## src/rtl/xlat_pkg.sv

```systemverilog
package xlat_pkg;
    parameter int LOG_AW  = 16;
    parameter int PHYS_AW = 15;
    parameter int OFF_W   = 12;
    parameter int CNT_W   = 4;

    localparam int PAGE_W  = LOG_AW - OFF_W;
    localparam int FRAME_W = PHYS_AW - OFF_W;
    localparam int N_PAGES = 1 << PAGE_W;

    typedef struct packed {
        logic               valid;
        logic               dirty;
        logic [CNT_W-1:0]   count;
        logic [FRAME_W-1:0] frame;
    } pte_t;

    typedef struct packed {
        logic               valid;
        logic               fault;
        logic [PHYS_AW-1:0] paddr;
    } rsp_t;
endpackage

```

## src/rtl/xlat_table.sv

```systemverilog
module xlat_table
    import xlat_pkg::*;
(
    input  logic                          clk,
    input  logic                          rst_n,
    input  logic                          host_load,
    input  logic                          host_inval,
    input  logic [PAGE_W-1:0]             host_page,
    input  logic [FRAME_W-1:0]            host_frame,
    input  logic                          acc_en,
    input  logic                          acc_write,
    input  logic [PAGE_W-1:0]             acc_page,
    output pte_t [N_PAGES-1:0]            table_o
);
    for (genvar g = 0; g < N_PAGES; g++) begin : g_entry
        pte_t ent_d, ent_q;
        logic host_sel;
        logic acc_sel;

        always_comb begin
            host_sel = (host_page == PAGE_W'(g)) && (host_load || host_inval);
            acc_sel  = acc_en && (acc_page == PAGE_W'(g)) && !host_sel;
            ent_d    = ent_q;
            if (acc_sel) begin
                if (ent_q.count != {CNT_W{1'b1}}) begin
                    ent_d.count = ent_q.count + CNT_W'(1);
                end
                if (acc_write) begin
                    ent_d.dirty = 1'b1;
                end
            end
            if (host_sel && host_inval) begin
                ent_d.valid = 1'b0;
            end
            if (host_sel && host_load) begin
                ent_d.valid = 1'b1;
                ent_d.dirty = 1'b0;
                ent_d.count = '0;
                ent_d.frame = host_frame;
            end
        end

        always_ff @(posedge clk) begin
            if (!rst_n) begin
                ent_q <= '0;
            end else begin
                ent_q <= ent_d;
            end
        end

        assign table_o[g] = ent_q;
    end
endmodule

```

## src/rtl/xlat_lookup.sv

```systemverilog
module xlat_lookup
    import xlat_pkg::*;
(
    input  logic                 clk,
    input  logic                 rst_n,
    input  logic                 req_valid,
    input  logic                 req_write,
    input  logic [LOG_AW-1:0]    req_addr,
    input  pte_t [N_PAGES-1:0]   table_i,
    output logic                 acc_en,
    output logic                 acc_write,
    output logic [PAGE_W-1:0]    acc_page,
    output logic                 rsp_valid,
    output logic                 rsp_fault,
    output logic [PHYS_AW-1:0]   rsp_paddr
);
    rsp_t             rsp_d, rsp_q;
    pte_t             sel;
    logic [PAGE_W-1:0] page;
    logic [OFF_W-1:0]  offset;

    always_comb begin
        page      = req_addr[LOG_AW-1:OFF_W];
        offset    = req_addr[OFF_W-1:0];
        sel       = table_i[page];
        acc_en    = req_valid && sel.valid;
        acc_write = req_write;
        acc_page  = page;
        rsp_d     = '0;
        if (req_valid) begin
            rsp_d.valid = 1'b1;
            if (sel.valid) begin
                rsp_d.paddr = {sel.frame, offset};
            end else begin
                rsp_d.fault = 1'b1;
            end
        end
    end

    always_ff @(posedge clk) begin
        if (!rst_n) begin
            rsp_q <= '0;
        end else begin
            rsp_q <= rsp_d;
        end
    end

    assign rsp_valid = rsp_q.valid;
    assign rsp_fault = rsp_q.fault;
    assign rsp_paddr = rsp_q.paddr;
endmodule

```

## src/rtl/xlat_unit.sv

```systemverilog
module xlat_unit
    import xlat_pkg::*;
(
    input  logic                 clk,
    input  logic                 rst_n,
    input  logic                 req_valid,
    input  logic                 req_write,
    input  logic [LOG_AW-1:0]    req_addr,
    output logic                 rsp_valid,
    output logic                 rsp_fault,
    output logic [PHYS_AW-1:0]   rsp_paddr,
    input  logic                 host_load,
    input  logic                 host_inval,
    input  logic [PAGE_W-1:0]    host_page,
    input  logic [FRAME_W-1:0]   host_frame,
    input  logic [PAGE_W-1:0]    stat_page,
    output logic                 stat_valid,
    output logic                 stat_dirty,
    output logic [CNT_W-1:0]     stat_count,
    output logic [FRAME_W-1:0]   stat_frame
);
    pte_t [N_PAGES-1:0] tbl;
    logic               acc_en;
    logic               acc_write;
    logic [PAGE_W-1:0]  acc_page;
    pte_t               stat_ent;

    xlat_table i_table (
        .clk        (clk),
        .rst_n      (rst_n),
        .host_load  (host_load),
        .host_inval (host_inval),
        .host_page  (host_page),
        .host_frame (host_frame),
        .acc_en     (acc_en),
        .acc_write  (acc_write),
        .acc_page   (acc_page),
        .table_o    (tbl)
    );

    xlat_lookup i_lookup (
        .clk        (clk),
        .rst_n      (rst_n),
        .req_valid  (req_valid),
        .req_write  (req_write),
        .req_addr   (req_addr),
        .table_i    (tbl),
        .acc_en     (acc_en),
        .acc_write  (acc_write),
        .acc_page   (acc_page),
        .rsp_valid  (rsp_valid),
        .rsp_fault  (rsp_fault),
        .rsp_paddr  (rsp_paddr)
    );

    always_comb begin
        stat_ent   = tbl[stat_page];
        stat_valid = stat_ent.valid;
        stat_dirty = stat_ent.dirty;
        stat_count = stat_ent.count;
        stat_frame = stat_ent.frame;
    end
endmodule

```

## config.mk

```make
export PLATFORM = sky130hd
export DESIGN_NAME = xlat_unit
export DESIGN_NICKNAME = d
export VERILOG_FILES = /design/src/rtl/xlat_pkg.sv /design/src/rtl/xlat_table.sv /design/src/rtl/xlat_lookup.sv /design/src/rtl/xlat_unit.sv
export SDC_FILE = /design/constraint.sdc
export NUM_CORES = 1
export LEC_CHECK = 0
export BUFFER_PORTS_ARGS = -buffer_cell sky130_fd_sc_hd__buf_2
export CAP_MARGIN = 20
export CORE_MARGIN = 2
export CORE_UTILIZATION = 30
export CTS_CLUSTER_DIAMETER = 100
export DETAILED_ROUTE_END_ITERATION = 10
export SLEW_MARGIN = 40
export SYNTH_ARGS = -nofsm -noshare
export SYNTH_HDL_FRONTEND = slang
export SYNTH_SLANG_ARGS = --single-unit
```

## constraint.sdc

```tcl
create_clock -name clk -period 3.7 [get_ports clk]
set_input_delay 0.185 -clock clk [delete_from_list [all_inputs] [get_ports clk]]
set_output_delay 0.185 -clock clk [all_outputs]
set_load 0.005 [all_outputs]
```

# Word-level counts from Yosys, hierarchy flattened
# Cells that the tools add are included.
[totals]
elab_cells = 385
ff_bits = 161
[classes]
muxes = 87
addsub = 16
n_eq_ne = 46
bitwise_logic = 1
magnitude_cmp = 2
reduce_logical = 166
[op_table]
columns = ["op", "count"]
rows = [
  ["9-bit two-way mux", 18],
  ["1-bit logical AND", 81],
  ["5-bit two-way mux", 16],
  ["9-bit binary-select mux with 4-bit select", 2],
  ["2-bit AND reduction", 33],
  ["4-bit by 1-bit adder with 4-bit output (second input constant)", 16],
  ["4-bit equality test (second input constant)", 16],
  ["4-bit two-way mux", 16],
  ["4-bit inequality test (second input constant)", 16],
  ["1-bit two-way mux", 33],
  ["4-bit by 3-bit equality test with 1-bit output (second input constant)", 8],
  ["2-bit nonzero test", 16],
  ["2-bit OR reduction", 16],
  ["17-bit two-way mux", 1],
  ["4-bit by 2-bit equality test with 1-bit output (second input constant)", 4],
  ["1-bit zero test", 16],
  ["15-bit two-way mux", 1],
  ["4-bit by 5-bit less-than comparator with 1-bit output (second input constant)", 2],
  ["4-bit by 1-bit equality test with 1-bit output (second input constant)", 2],
  ["4-bit zero test", 2],
  ["3-bit AND reduction", 1],
  ["1-bit logical OR", 1],
  ["1-bit NOT", 1],
]

# Logic depth before layout (Yosys ltp)
# Gate-level depths: netlist of the first run.
[depth]
depth_word = 7
mapped_depth = 8
ltp_nobuf = 6

# By module
# From an unflattened synthesis of the first run, not the netlist that was laid out.
[hier_totals]
cells_unflattened = 916
hier_area_um2 = 8745.9
[modules_own_cells]
columns = ["module", "area_each_um2", "instances", "cells_per_inst", "seq_area_each_um2"]
rows = [
  ["xlat_table", 6406.1, 1, 742, 2882.8],
  ["xlat_lookup", 1173.6, 1, 96, 340.3],
  ["xlat_unit", 1166.1, 1, 78, 0.0],
]

# Worst setup path before layout of the first run
# OpenSTA, ideal clock, no wires.
[synth_path]
path_type = "input port to output port"
start = "input stat_page[0]"
end = "output stat_valid"
slack_ns = 1.796
t_required_ns = 3.515
cell_stages = 4
arrival_time_ns = 1.719
path_cell_list = "buf_2 -> buf_2 -> mux4_2 -> mux4_2"
[synth_via]
elab_chain_cells = 2
[synth_rtl]
columns = ["item", "line_no", "rtl"]
rows = [
  ["from (decl)", "xlat_unit.sv:16", "input logic [PAGE_W-1:0] stat_page,"],
  ["9-bit binary-select mux with 4-bit select", "xlat_unit.sv:57", "stat_ent = tbl[stat_page];"],
  ["9-bit two-way mux (not written as such)", "xlat_unit.sv:57", ""],
  ["to (decl)", "xlat_unit.sv:17", "output logic stat_valid,"],
]
# Every way passes these cells. The select of a mux whose other input is x is not followed.

# Worst setup path after layout of the first run
[layout_path]
start = "input stat_page[0]"
end = "output stat_frame[2]"
[layout_via]
elab_chain_cells = 2
[layout_rtl]
columns = ["item", "line_no", "rtl"]
rows = [
  ["9-bit binary-select mux with 4-bit select", "xlat_unit.sv:57", ""],
  ["9-bit two-way mux (not written as such)", "xlat_unit.sv:57", ""],
  ["to (decl)", "xlat_unit.sv:20", "output logic [FRAME_W-1:0] stat_frame"],
]
# Every way passes these cells. The select of a mux whose other input is x is not followed.

==> results of run 1 <==
## area by class of cell
cell class              count  area, um2  share of cell area (%)
multi-input cells         633       5030                    51.0
inverters                   6       22.5                   0.228
repair buffers             76        455                    4.62
diodes                      1       2.50                  0.0254
clock inverters            14        228                    2.31
flip-flops and latches    161       3220                    32.7
well taps                 378        473                    4.80
clock buffers              18        429                    4.35
## flip-flops by register name, indices dropped and copies added (netlist names)
| name | cells |
|---|---|
| i_table.table_o | 144 |
| i_lookup.rsp_paddr | 15 |
| i_lookup.rsp_fault | 1 |
| i_lookup.rsp_valid | 1 |
## synth_stat cells (4+ instances only)
master	number
sky130_fd_sc_hd__dfxtp_1	161
sky130_fd_sc_hd__nor2_1	86
sky130_fd_sc_hd__nand2_1	74
sky130_fd_sc_hd__mux4_2	60
sky130_fd_sc_hd__a21boi_0	41
sky130_fd_sc_hd__nand3_1	38
sky130_fd_sc_hd__clkbuf_1	34
sky130_fd_sc_hd__mux2i_1	34
sky130_fd_sc_hd__o21ai_0	29
sky130_fd_sc_hd__nor2b_1	28
sky130_fd_sc_hd__a21oi_1	27
sky130_fd_sc_hd__xnor2_1	22
sky130_fd_sc_hd__and3_1	20
sky130_fd_sc_hd__nor3_1	17
sky130_fd_sc_hd__and2_1	16
sky130_fd_sc_hd__ha_1	16
sky130_fd_sc_hd__a31oi_1	14
sky130_fd_sc_hd__nand4_1	13
sky130_fd_sc_hd__buf_2	12
sky130_fd_sc_hd__and4b_1	8
sky130_fd_sc_hd__nand2b_1	8
sky130_fd_sc_hd__xor2_1	8
sky130_fd_sc_hd__inv_1	6
sky130_fd_sc_hd__mux2_2	6
sky130_fd_sc_hd__a211oi_1	5
sky130_fd_sc_hd__nor4_1	4
sky130_fd_sc_hd__o211a_1	4
sky130_fd_sc_hd__or2_2	4
## critical path, stage by stage
cell                     delay (ns)
sky130_fd_sc_hd__buf_2         0.40
sky130_fd_sc_hd__buf_4         0.38
sky130_fd_sc_hd__mux4_2        0.59
sky130_fd_sc_hd__mux4_2        0.51
sky130_fd_sc_hd__buf_2         0.15
## repair_timing
action                                 in CTS  in global routing
buffers inserted                            0                  0
hold buffers                               12                  0
endpoints found under the hold margin      12                  0
## power by group
group          total [W]  switching, W  leakage (nW)  internal, W
Sequential       0.00175    0.00000844          1.30      0.00175
Combinational   0.000278      0.000178          1.99     0.000100
Clock            0.00197      0.000762         0.321      0.00121
## cells by family after synthesis
| kind of cell | synth area share, % |
|---|---|
| AOI/OAI and AO/OA | 10.9 |
| xor gates and xnor gates | 3.08 |
| adders and majority gates | 2.35 |
| buffers and inverters | 3.40 |
| DFF | 37.8 |
| muxes | 20.8 |
| and+or+nand+nor | 21.6 |
## final timing paths
path / startpoint / end / slack, ns / depth (start not counted)
min: rst_n / i_lookup.rsp_valid / 0.09 / 2
max reg2reg: i_table.table_o[53] / i_table.table_o[49] / 1.90 / 5
min reg2reg: i_table.table_o[25] / i_table.table_o[25] / 0.47 / 2
max: stat_page[0] / stat_frame[2] / 1.29 / 5
## metal layers
layer | vias to the layer above | global-route usage [%]
met5 | - | 0
met4 | 0 | 5.24
met3 | 29 | 3.12
met2 | 167 | 26.1
met1 | 3338 | 19.4
li1 | 3220 | -
## through the flow
step | instances | power (W) | worst slack, ns
after floorplan | 856 | 0.00198 | 1.80
after global placement | 1242 | 0.00206 | 1.09
after detailed placement | 1242 | 0.00206 | 1.26
after CTS | 1286 | 0.00404 | 1.26
after global routing | 1287 | 0.00414 | 1.16
final | 1287 | 0.00401 | 1.29
==> results, run 1 <==
- At the end of the flow, the number of nets in the layout was between 900 and 1000.
- The count of final hold-check violations is 0.
- The commonest non-fill, non-tap cell in the layout is sky130_fd_sc_hd__dfxtp_1.
- The number of synthesized flops with an enable pin is 0.
- The synthesized netlist occupies a cell area of 8530 um2.
- The post-route clock skew is just under 0.007 ns.
- The flow ran to the end, and the final reports show no timing, DRC or antenna violations.
- The die is 173 um tall.
- The congestion estimate from routability-driven global placement came to 0.814.
- Timing would allow up to a little over 400 MHz.
- The synthesized area per cell is between 9 and 10 um2.
- The warning count from the yosys run is 0.
- The library cells used most frequently in the layout, excluding fill and tap cells, are sky130_fd_sc_hd__dfxtp_1 (161), sky130_fd_sc_hd__nor2_1 (85), sky130_fd_sc_hd__nand2_1 (74).
- The number of instances resized during post-cts repair is 0.
- The number of global-route vias before repair is 6498.
- The clock tree synthesis step divided the H-tree into 4 levels.
- The highest signal layer in the routed design is met4.
- After layout, the worst path uses 65.2% of the clock period.
- For this run, asynchronously set or reset flops after synthesis account for 0%.
- The maximum root-to-sink buffer count is 2.
- The number of distinct standard cells referenced by the synthesized netlist is 65.
- The die covers about 30000 um2.
- Setup repair after global routing left no endpoint under its margin.
- The layout overhead on the synthesized area is 15.7%.
- The detail-routed via count per cell is approximately 5.2.
- The synthesized design spends more area on one cell type than any other, namely sky130_fd_sc_hd__dfxtp_1.
- Clock tree synthesis selected as its root buffer the cell sky130_fd_sc_hd__clkbuf_16.
- The global-route wire length before repair is 36100 um.
- Setup violations remaining at the end of the flow were counted as 0.
- Once layout is complete, the utilization of the core stands at 35.4%.
- Summing all placed instances gives a cell area of between 9000 and 10000 um2.
- The element type at the critical path start is an input port.
- The routed design uses 1020 um of met3 wire.
- Clock-pin slew was measured on the worst setup and hold paths at 0.06 ns.
- The sum of routed wire length over all layers is 22900 um.
- In the final layout, the share of cells above drive strength 1 is 20.7%.
- The arrival time at the worst endpoint is 2.23 ns.
- The final max-slew violation count came to 0.
- At the pin with the least slew margin, the transition time is 0.789 ns.
- The source-to-sink clock delay at the later pin of the worst-skew pair is 0.43 ns.
- In the final routed layout, each cell accounts on average for 17.8 um.
- The tightest hold path in the finished design has a slack of 0.0940 ns.
- The HPWL reported at the end of detailed placement is approximately 16000 um.
- The TritonCTS clock tree is done.
- The post-synth net total is slightly above 900.
- The total number of vias is 6754.
- The worst hold path class is input port to register.
- The I/O pin count is 59.
- The number of clock buffers added by TritonCTS is 17.
- The filler cells instantiated in the layout total around 2800.
- The number of antenna violations at the first check in global routing was 1.
- The area share of the largest cell type after synthesis is 37.8%.
- The total non-filler cell area in the finished layout is 9860 um2.
- In this run the static leakage power is 3.61 nW.
- The number of placement rows is 61.
- The peak fanout along the critical path is 14.
- Max-cap violations in this run came to 0.
- VDD sags by at most roughly 0.00028 V.
- Adding up every negative setup slack in the final design gives 0 ns.
- The sequential fraction of the synthesis area is 37.8%.
- Clock tree synthesis found a total of ~160 sinks.
- The number of violations reported at the end of detailed-routing iteration 0 is 469.
- The primary flip-flop cell chosen by synthesis mapping is sky130_fd_sc_hd__dfxtp_1.
- Yosys attributes the largest share of cell area to sky130_fd_sc_hd__dfxtp_1 (38%), sky130_fd_sc_hd__mux4_2 (16%), sky130_fd_sc_hd__mux2i_1 (4.0%).
- The count of buffers added on input and output ports is 58.
- The detailed-route wire length on metal 1 is 10100 um.
- The starting density of the core is a little under a third.
- The total routing resource utilization after global routing is 15.3%.
- For this run, the detailed router's first-pass iteration total came to 5.
- The final critical delay including setup and external delays is 2.41 ns.
- The number of antenna-violating nets in the routed design is 0.
- The worst setup path is captured at an output pin.
- The critical path is of the input port to output pin type.
- The areal power density over the cells is 406 nW/um2.
- The routed design uses roughly 11000 um of met2 wire.
- The worst pin sits at a relative slew slack of 47.4%.
- The flip-flop and latch count after synthesis is about 160.
- From left edge to right edge, the die measures 173 um.
- The sum of overflow across all layers after global routing is 0.
- After technology mapping, the gate count stands at 856.
- The pin count of the biggest net entering global routing is 83.
- The area inside the core boundary is 27900 um2.
- The post-route DRC violation count is 0.
- At the worst endpoint, the required time is 3.51 ns.
(Power assumes the default switching activity.)
==> run 2: changes to the inputs <==
==> constraint.sdc (replaced) <==
create_clock -name clk -period 2.1 [get_ports clk]
set_input_delay 0.105 -clock clk [delete_from_list [all_inputs] [get_ports clk]]
set_output_delay 0.105 -clock clk [all_outputs]
set_load 0.005 [all_outputs]
==> run 2 against run 1 <==
Sequential power is 77% higher. Sequential cell count stayed put. Design area is 3.1% higher. Total power is 76% higher. Worst hold slack worse by 0.023 ns. Global-route usage is 0.76 points higher. Clock skew is 0.0057 ns higher. Via count is 2.5% higher. First-iteration DRC count is 38% higher. Critical endpoint is now stat_valid. Final cell count is 3.2% higher. Utilization is 1.1 points higher. Routed wire length is 4.2% higher.
==> results, run 2 (synthesis gave the netlist of run 1 again) <==
- The HPWL reported at the end of detailed placement is 17400 um.
- The number of antenna-violating nets in the routed design is 0.
- The floorplan step set the die width to 173 um.
- The peak fanout along the critical path is 3.
- The worst register-to-register path begins at i_table.table_o[53].
- The final-layout setup total negative slack is 0 ns.
- Entering global routing, the biggest net connects 40 pins.
- The commonest non-fill, non-tap cell in the layout is sky130_fd_sc_hd__dfxtp_1.
- The number of placement rows is 61.
- Power spread over the standard cell area amounts to a little under 700 nW/um2.
- The I/O pin count is just under 60.
- The run finished with clean final reports.
- The finished cells cover 10200 um2.
- The clock buffer count from CTS is 17.
- For the worst setup path, the data arrival time is around 2.0 ns.
- The highest clock frequency the design can meet is a little under 500 MHz.
- The end point of the critical path is stat_valid.
- Leaving out fill and tap cells, the most frequent cells in the layout are sky130_fd_sc_hd__dfxtp_1 (150), sky130_fd_sc_hd__nor2_1 (86), sky130_fd_sc_hd__nand2_1 (74).
- The setup slack after layout is 0.0400 ns.
- The clock tree root driver cell is sky130_fd_sc_hd__clkbuf_16.
- The beginning of the critical path is i_table.table_o[35].
- The number of maximum-capacitance constraint violations is 0.
- The total routing resource utilization after global routing is 16.1%.
- The number of detailed-route iterations in the first pass is 7.
- The worst pin sits at a relative slew slack of 53.6%.
- After detailed routing, the number of remaining DRC violations is 0.
- In this run the register-to-register setup slack is 0.29 ns.
- The TritonCTS clock tree is done.
- The number of antenna violations at the first check in global routing is 2.
- The final weighted congestion in routability-driven placement is 0.830.
- For the pin with the worst max-slew slack, the measured transition is 0.688 ns.
- In this run the worst hold path is classified as input port to register.
- The kind of end point of the critical path is an output pin.
- The number of flip-flops under the largest register name is 144.
- The smallest hold slack is 0.0708 ns.
- The proportion of layout cells with a drive suffix above 1 is 24.8%.
- The worst setup path is of the register to output pin kind.
- The floorplan step defined a die boundary enclosing ~30000 um2.
- The element type at the critical path start is a register.
- Counting cells, the worst reg-to-reg path comes to 5.
- After detailed placement, the total cell area comes to 9390 um2.
- Before CTS, the worst setup slack after placement is 0.00285 ns.
- VDD sags by at most 0.000582 V.
- The number of port buffers is 58.
- The final critical delay including setup and external delays is approximately 2.1 ns.
- The final critical path takes up 98.1% of the cycle.
- The core region is between 20000 and 30000 um2.
- The total number of H-tree levels is 4.
- For this run the aggregate overflow at the end of global routing stands at 0.
- The sum of routed wire length over all layers is 23800 um.
- The buffers inserted during post-CTS setup optimization is 0.
- The floorplan die height is 173 um.
- The number of violations reported at the end of detailed-routing iteration 0 is between 600 and 700.
- In this run the deepest clock path goes through 2 buffers.
- The final max-slew violation count is 0.
- In this run the critical register-to-register path is captured at i_table.table_o[40].
- On the final layout, the worst clock skew is 0.0125 ns.
- Data on the critical path is required at its endpoint by 2.00 ns.
- The total power of the final layout is 0.00704 W.
- Summed over all cells, the static leakage comes to 3.80 nW.
- Clock latency on the worst-skew pair, taken at its later pin, is about 0.43 ns.
- Compared with the post-synthesis result, the final layout area differs by 19.3%.
- The total setup violations reported at the end of the flow is 0.
- For this run, the post-layout net count is around 980.
- The final routed wire length divided by cell count is 18.0 um.
- The number of sinks handled by clock tree synthesis is between 150 and 200.
- The detail-routed via count per cell is 5.21.
- The number of global-route vias before repair is 6756.
- The total number of vias is between 6000 and 7000.
- The global-route wire length before repair is ~38000 um.
- The clock-pin slew on the worst setup and hold paths is 0.07 ns.
- The count of final hold-check violations is 0.
- The initial utilization of the core area, before any placement, comes to 30.6%.
-- run 2: area by class of cell --
cell class,count,area (um2)
fillers,2789,17700
multi-input cells,633,5010
flip-flops and latches,161,3240
repair buffers,116,781
well taps,378,473
clock buffers,21,460
clock inverters,11,178
inverters,6,22.5
diodes,2,5.00
-- run 2: how the worst min path moves through the flow --
stage	endpoint	slack, ns	cells past startpoint	start
detailed placement	i_lookup.rsp_paddr[11]	0.31	2	req_addr[11]
finish	i_table.table_o[35]	0.07	2	rst_n
global route	i_table.table_o[116]	0.07	2	rst_n
CTS	i_table.table_o[35]	0.05	2	rst_n
floorplan	i_lookup.rsp_paddr[0]	0.23	1	req_addr[0]
global placement	i_lookup.rsp_paddr[5]	0.31	2	req_addr[5]
-- run 2: critical path, cell delays in order, from the launching register on --
cell                      delay [ns]
sky130_fd_sc_hd__dfxtp_1        0.33
sky130_fd_sc_hd__mux4_2         0.51
sky130_fd_sc_hd__mux4_2         0.53
sky130_fd_sc_hd__buf_2          0.16
-- run 2: repair_timing --
action,CTS,global route
hold endpoints to repair,12,0
gates resized for setup,0,11
setup endpoints to repair,0,4
hold buffers,12,0
-- run 2: layer usage --
metal / part of all wire, % / global-route usage [%]
met5: 0 / 0
met4: 1.9 / 5.02
met3: 5.8 / 3.32
met2: 48 / 26.9
met1: 44 / 20.9
-- run 2: per-stage QoR --
| stage | cells | utilization [%] |
|---|---|---|
| final | 1328 | 36.5 |
| after CTS | 1326 | 36.4 |
| after detailed placement | 1282 | 33.7 |
| after global routing | 1328 | 36.5 |
| after global placement | 1282 | 33.7 |
| after floorplan | 856 | - |
-- run 2: power breakdown --
group | internal [W] | switching [W] | total (W)
Sequential | 0.00307 | 0.0000155 | 0.00309
Clock | 0.00207 | 0.00134 | 0.00340
Combinational | 0.000222 | 0.000326 | 0.000548
Total | 0.00536 | 0.00168 | 0.00704
==> run 3: changes to the inputs <==
==> constraint.sdc (replaced) <==
create_clock -name clk -period 2.5 [get_ports clk]
set_input_delay 0.125 -clock clk [delete_from_list [all_inputs] [get_ports clk]]
set_output_delay 0.125 -clock clk [all_outputs]
set_load 0.005 [all_outputs]
==> run 3 against run 2 <==
Clock-buffer cell count down 3. Critical path type unchanged. Clock power decreased by 23%. Total power is 20% lower. Critical endpoint is now stat_count[0]. Highest routed layer unchanged. Worst setup slack improved by 0.37 ns. Die area unchanged. Routed wire length shrank 3.0%. Non-clock buffer count decreased by 24. Sequential power down 16%.
==> results, run 3 (synthesis gave the netlist of run 1 again) <==
- The buffers inserted during post-CTS setup optimization is 0.
- In the layout the commonest cells are sky130_fd_sc_hd__dfxtp_1 (161), sky130_fd_sc_hd__nor2_1 (86), sky130_fd_sc_hd__nand2_1 (74).
- The worst setup path is launched from a register.
- For this design the ratio of total power to cell area is 569 nW/um2.
- The beginning of the critical path is i_table.table_o[3].
- After clock tree synthesis, the clock-pin slew on the worst setup and hold paths is around 0.060 ns.
- The signal on the critical path passes through mux4_2 > mux4_2 > buf_2.
- The final routed wire length divided by cell count is 17.7 um.
- Counting the fill cells in the layout gives 2761.
- The path class of the tightest hold or removal check is input port to register.
- The number of nets in the layout is 960.
- The count of cells in the finished layout, fillers not included, comes to 1304.
- The number of antenna violations at the first check in global routing is 2.
- At the end of routability-driven placement, the weighted congestion stood at between 0.8 and 0.9.
- The number of instances resized during post-cts repair is 0.
- The full die area is 29800 um2.
- The commonest non-fill, non-tap cell in the layout is sky130_fd_sc_hd__dfxtp_1.
- The final-layout setup total negative slack is 0 ns.
- The clock buffer count from CTS is 17.
- Data on the critical path arrives at its endpoint at ~2 ns.
- The worst hold path begins at rst_n.
- Global routing used 15.6% of the available tracks across all layers.
- The worst setup path is of the register to output pin kind.
- 59 I/O pins were placed.
- The worst-case IR drop observed on VDD is 0.000430 V.
- The number of buffers and inverters on the critical path is 1.
- The number of global-route vias before repair is roughly 6500.
- Setup repair after global routing left no endpoint under its margin.
- After detailed routing, the number of remaining DRC violations is 0.
- For this design, the sink count on the clock tree is 161.
- TritonCTS built the clock tree.
- The worst pin sits at a relative slew slack of between 40% and 50%.
- The number of cells after detailed placement is 1258.
- The later pin in the worst-skew pair is clocked with a latency of about 0.43 ns.
- The number of flip-flops under the largest register name is approximately 140.
- After detailed routing, the number of vias per cell comes to 5.17.
- Setup violations remaining at the end of the flow were counted as 0.
- The core region is 27900 um2.
- After detailed routing, the total wire length is ~23000 um.
- The count of final hold-check violations is 0.
- The clock tree synthesis step divided the H-tree into 4 levels.
- The worst-margin pin slew is 0.765 ns.
- The worst setup path is captured at an output pin.
- Along the worst path, the maximum fanout reaches 4.
- The minimum setup slack after placement is 0.472 ns.
- The number of placement rows is 61.
- The number of detailed-route iterations in the first pass is 4.
- At the worst endpoint, the required time is 2.38 ns.
- The share of the clock period used by the worst path after layout is 83.7%.
- The sum of overflow across all layers after global routing is 0.
- The proportion of layout cells with a drive suffix above 1 is 21.9%.
- The final max-slew violation count is 0.
- The post-route clock skew is 0.00780 ns.
- Entering global routing, the biggest net connects 83 pins.
- The longest individual stage delay on the worst path is 0.53 ns.
- Counting I/O delays and the setup requirement, the final critical path takes approximately 2.1 ns.
- The die is 173 um tall.
- For this configuration, the core starts out at a cell density of between 30% and 40%.
- The clock tree root driver cell is sky130_fd_sc_hd__clkbuf_16.
- The clock passes through at most 2 buffers.
- The setup slack after layout is 0.407 ns.
- In this run the static leakage power is 3.65 nW.
- The critical path's slowest cell is sky130_fd_sc_hd__mux4_2.
- Buffers placed on the I/O ports in this run total 58.
- Buffers inserted to repair hold after CTS numbered 12.
- The detailed router finished its first iteration with 496 violations.
- The origin of the critical flop-to-flop path is i_table.table_o[98].
- The horizontal die dimension is between 150 and 200 um.
- The HPWL reported at the end of detailed placement is about 17000 um.
- The total number of vias is 6736.
- The flow ran to the end, and the final reports show no timing, DRC or antenna violations.
- Among the stages of the critical path, the cell type that occurs most often is sky130_fd_sc_hd__mux4_2.
- The cell family contributing the most delay on the critical path is multiplexers.
- The number of antenna-violating nets in the routed design is 0.
- The number of maximum-capacitance constraint violations is 0.
- Once layout is complete, the utilization of the core stands at 35.6%.
- The total power of the final layout is around 0.0056 W.
- The first global-routing pass estimated 36400 um of wire.
- The layout overhead on the synthesized area is 16.3%.
- Static timing analysis puts the maximum clock frequency at 478 MHz.
run 3: cell types whose count changed in the layout (fill, tap and decap cells not counted), sizes merged:
cell / before / now
clkinvlp: 3 / 2
clkbuf: 21 / 18
buf: 104 / 80
clkinv: 2 / 5
inv: 8 / 11
bufinv: 4 / 2
run 3: power breakdown:
part           switching, W  internal (W)  total [W]
clock network       0.00113       0.00149    0.00262
registers         0.0000123       0.00258    0.00260
logic              0.000267      0.000165   0.000432
run 3: final timing paths:
check / to / slack (ns) / depth (start not counted)
worst max-delay path: stat_count[0] / 0.41 / 3
worst min-delay path: i_lookup.rsp_valid / 0.02 / 2
worst max register to register: i_table.table_o[87] / 0.71 / 5
worst min register to register: i_table.table_o[88] / 0.47 / 2
run 3: final cells by class:
cell class | count | area, um2 | area share, %
Antenna cell | 2 | 5.00 | 0.0505
Timing Repair Buffer | 92 | 588 | 5.93
Sequential cell | 161 | 3220 | 32.5
Tap cell | 378 | 473 | 4.77
Multi-Input combinational cell | 633 | 5020 | 50.6
Inverter | 6 | 22.5 | 0.227
Clock inverter | 14 | 155 | 1.56
Clock buffer | 18 | 429 | 4.33
run 3: routing by layer:
metal / up-vias / track usage [%] / share of wire (%)
met5: - / 0 / 0
met4: 0 / 5.63 / 2.0
met3: 34 / 3.39 / 4.6
met2: 156 / 25.5 / 47
met1: 3297 / 20.4 / 46
li1: 3249 / - / -
run 3: worst reg2reg max path: cells and delay by family (launching register included):
kind	cells	cell delay (ns)
multiplexers	2	0.62
AND/OR/NAND/NOR	3	0.68
flip-flops	1	0.38
run 3: metrics by stage:
step,area [um2],hold WS (ns)
2_1_floorplan,8530,0.247
3_3_place_gp,9200,0.328
3_5_place_dp,9210,0.328
4_1_cts,9910,0.0101
5_1_grt,9910,0.0280
6_report,9910,0.0197
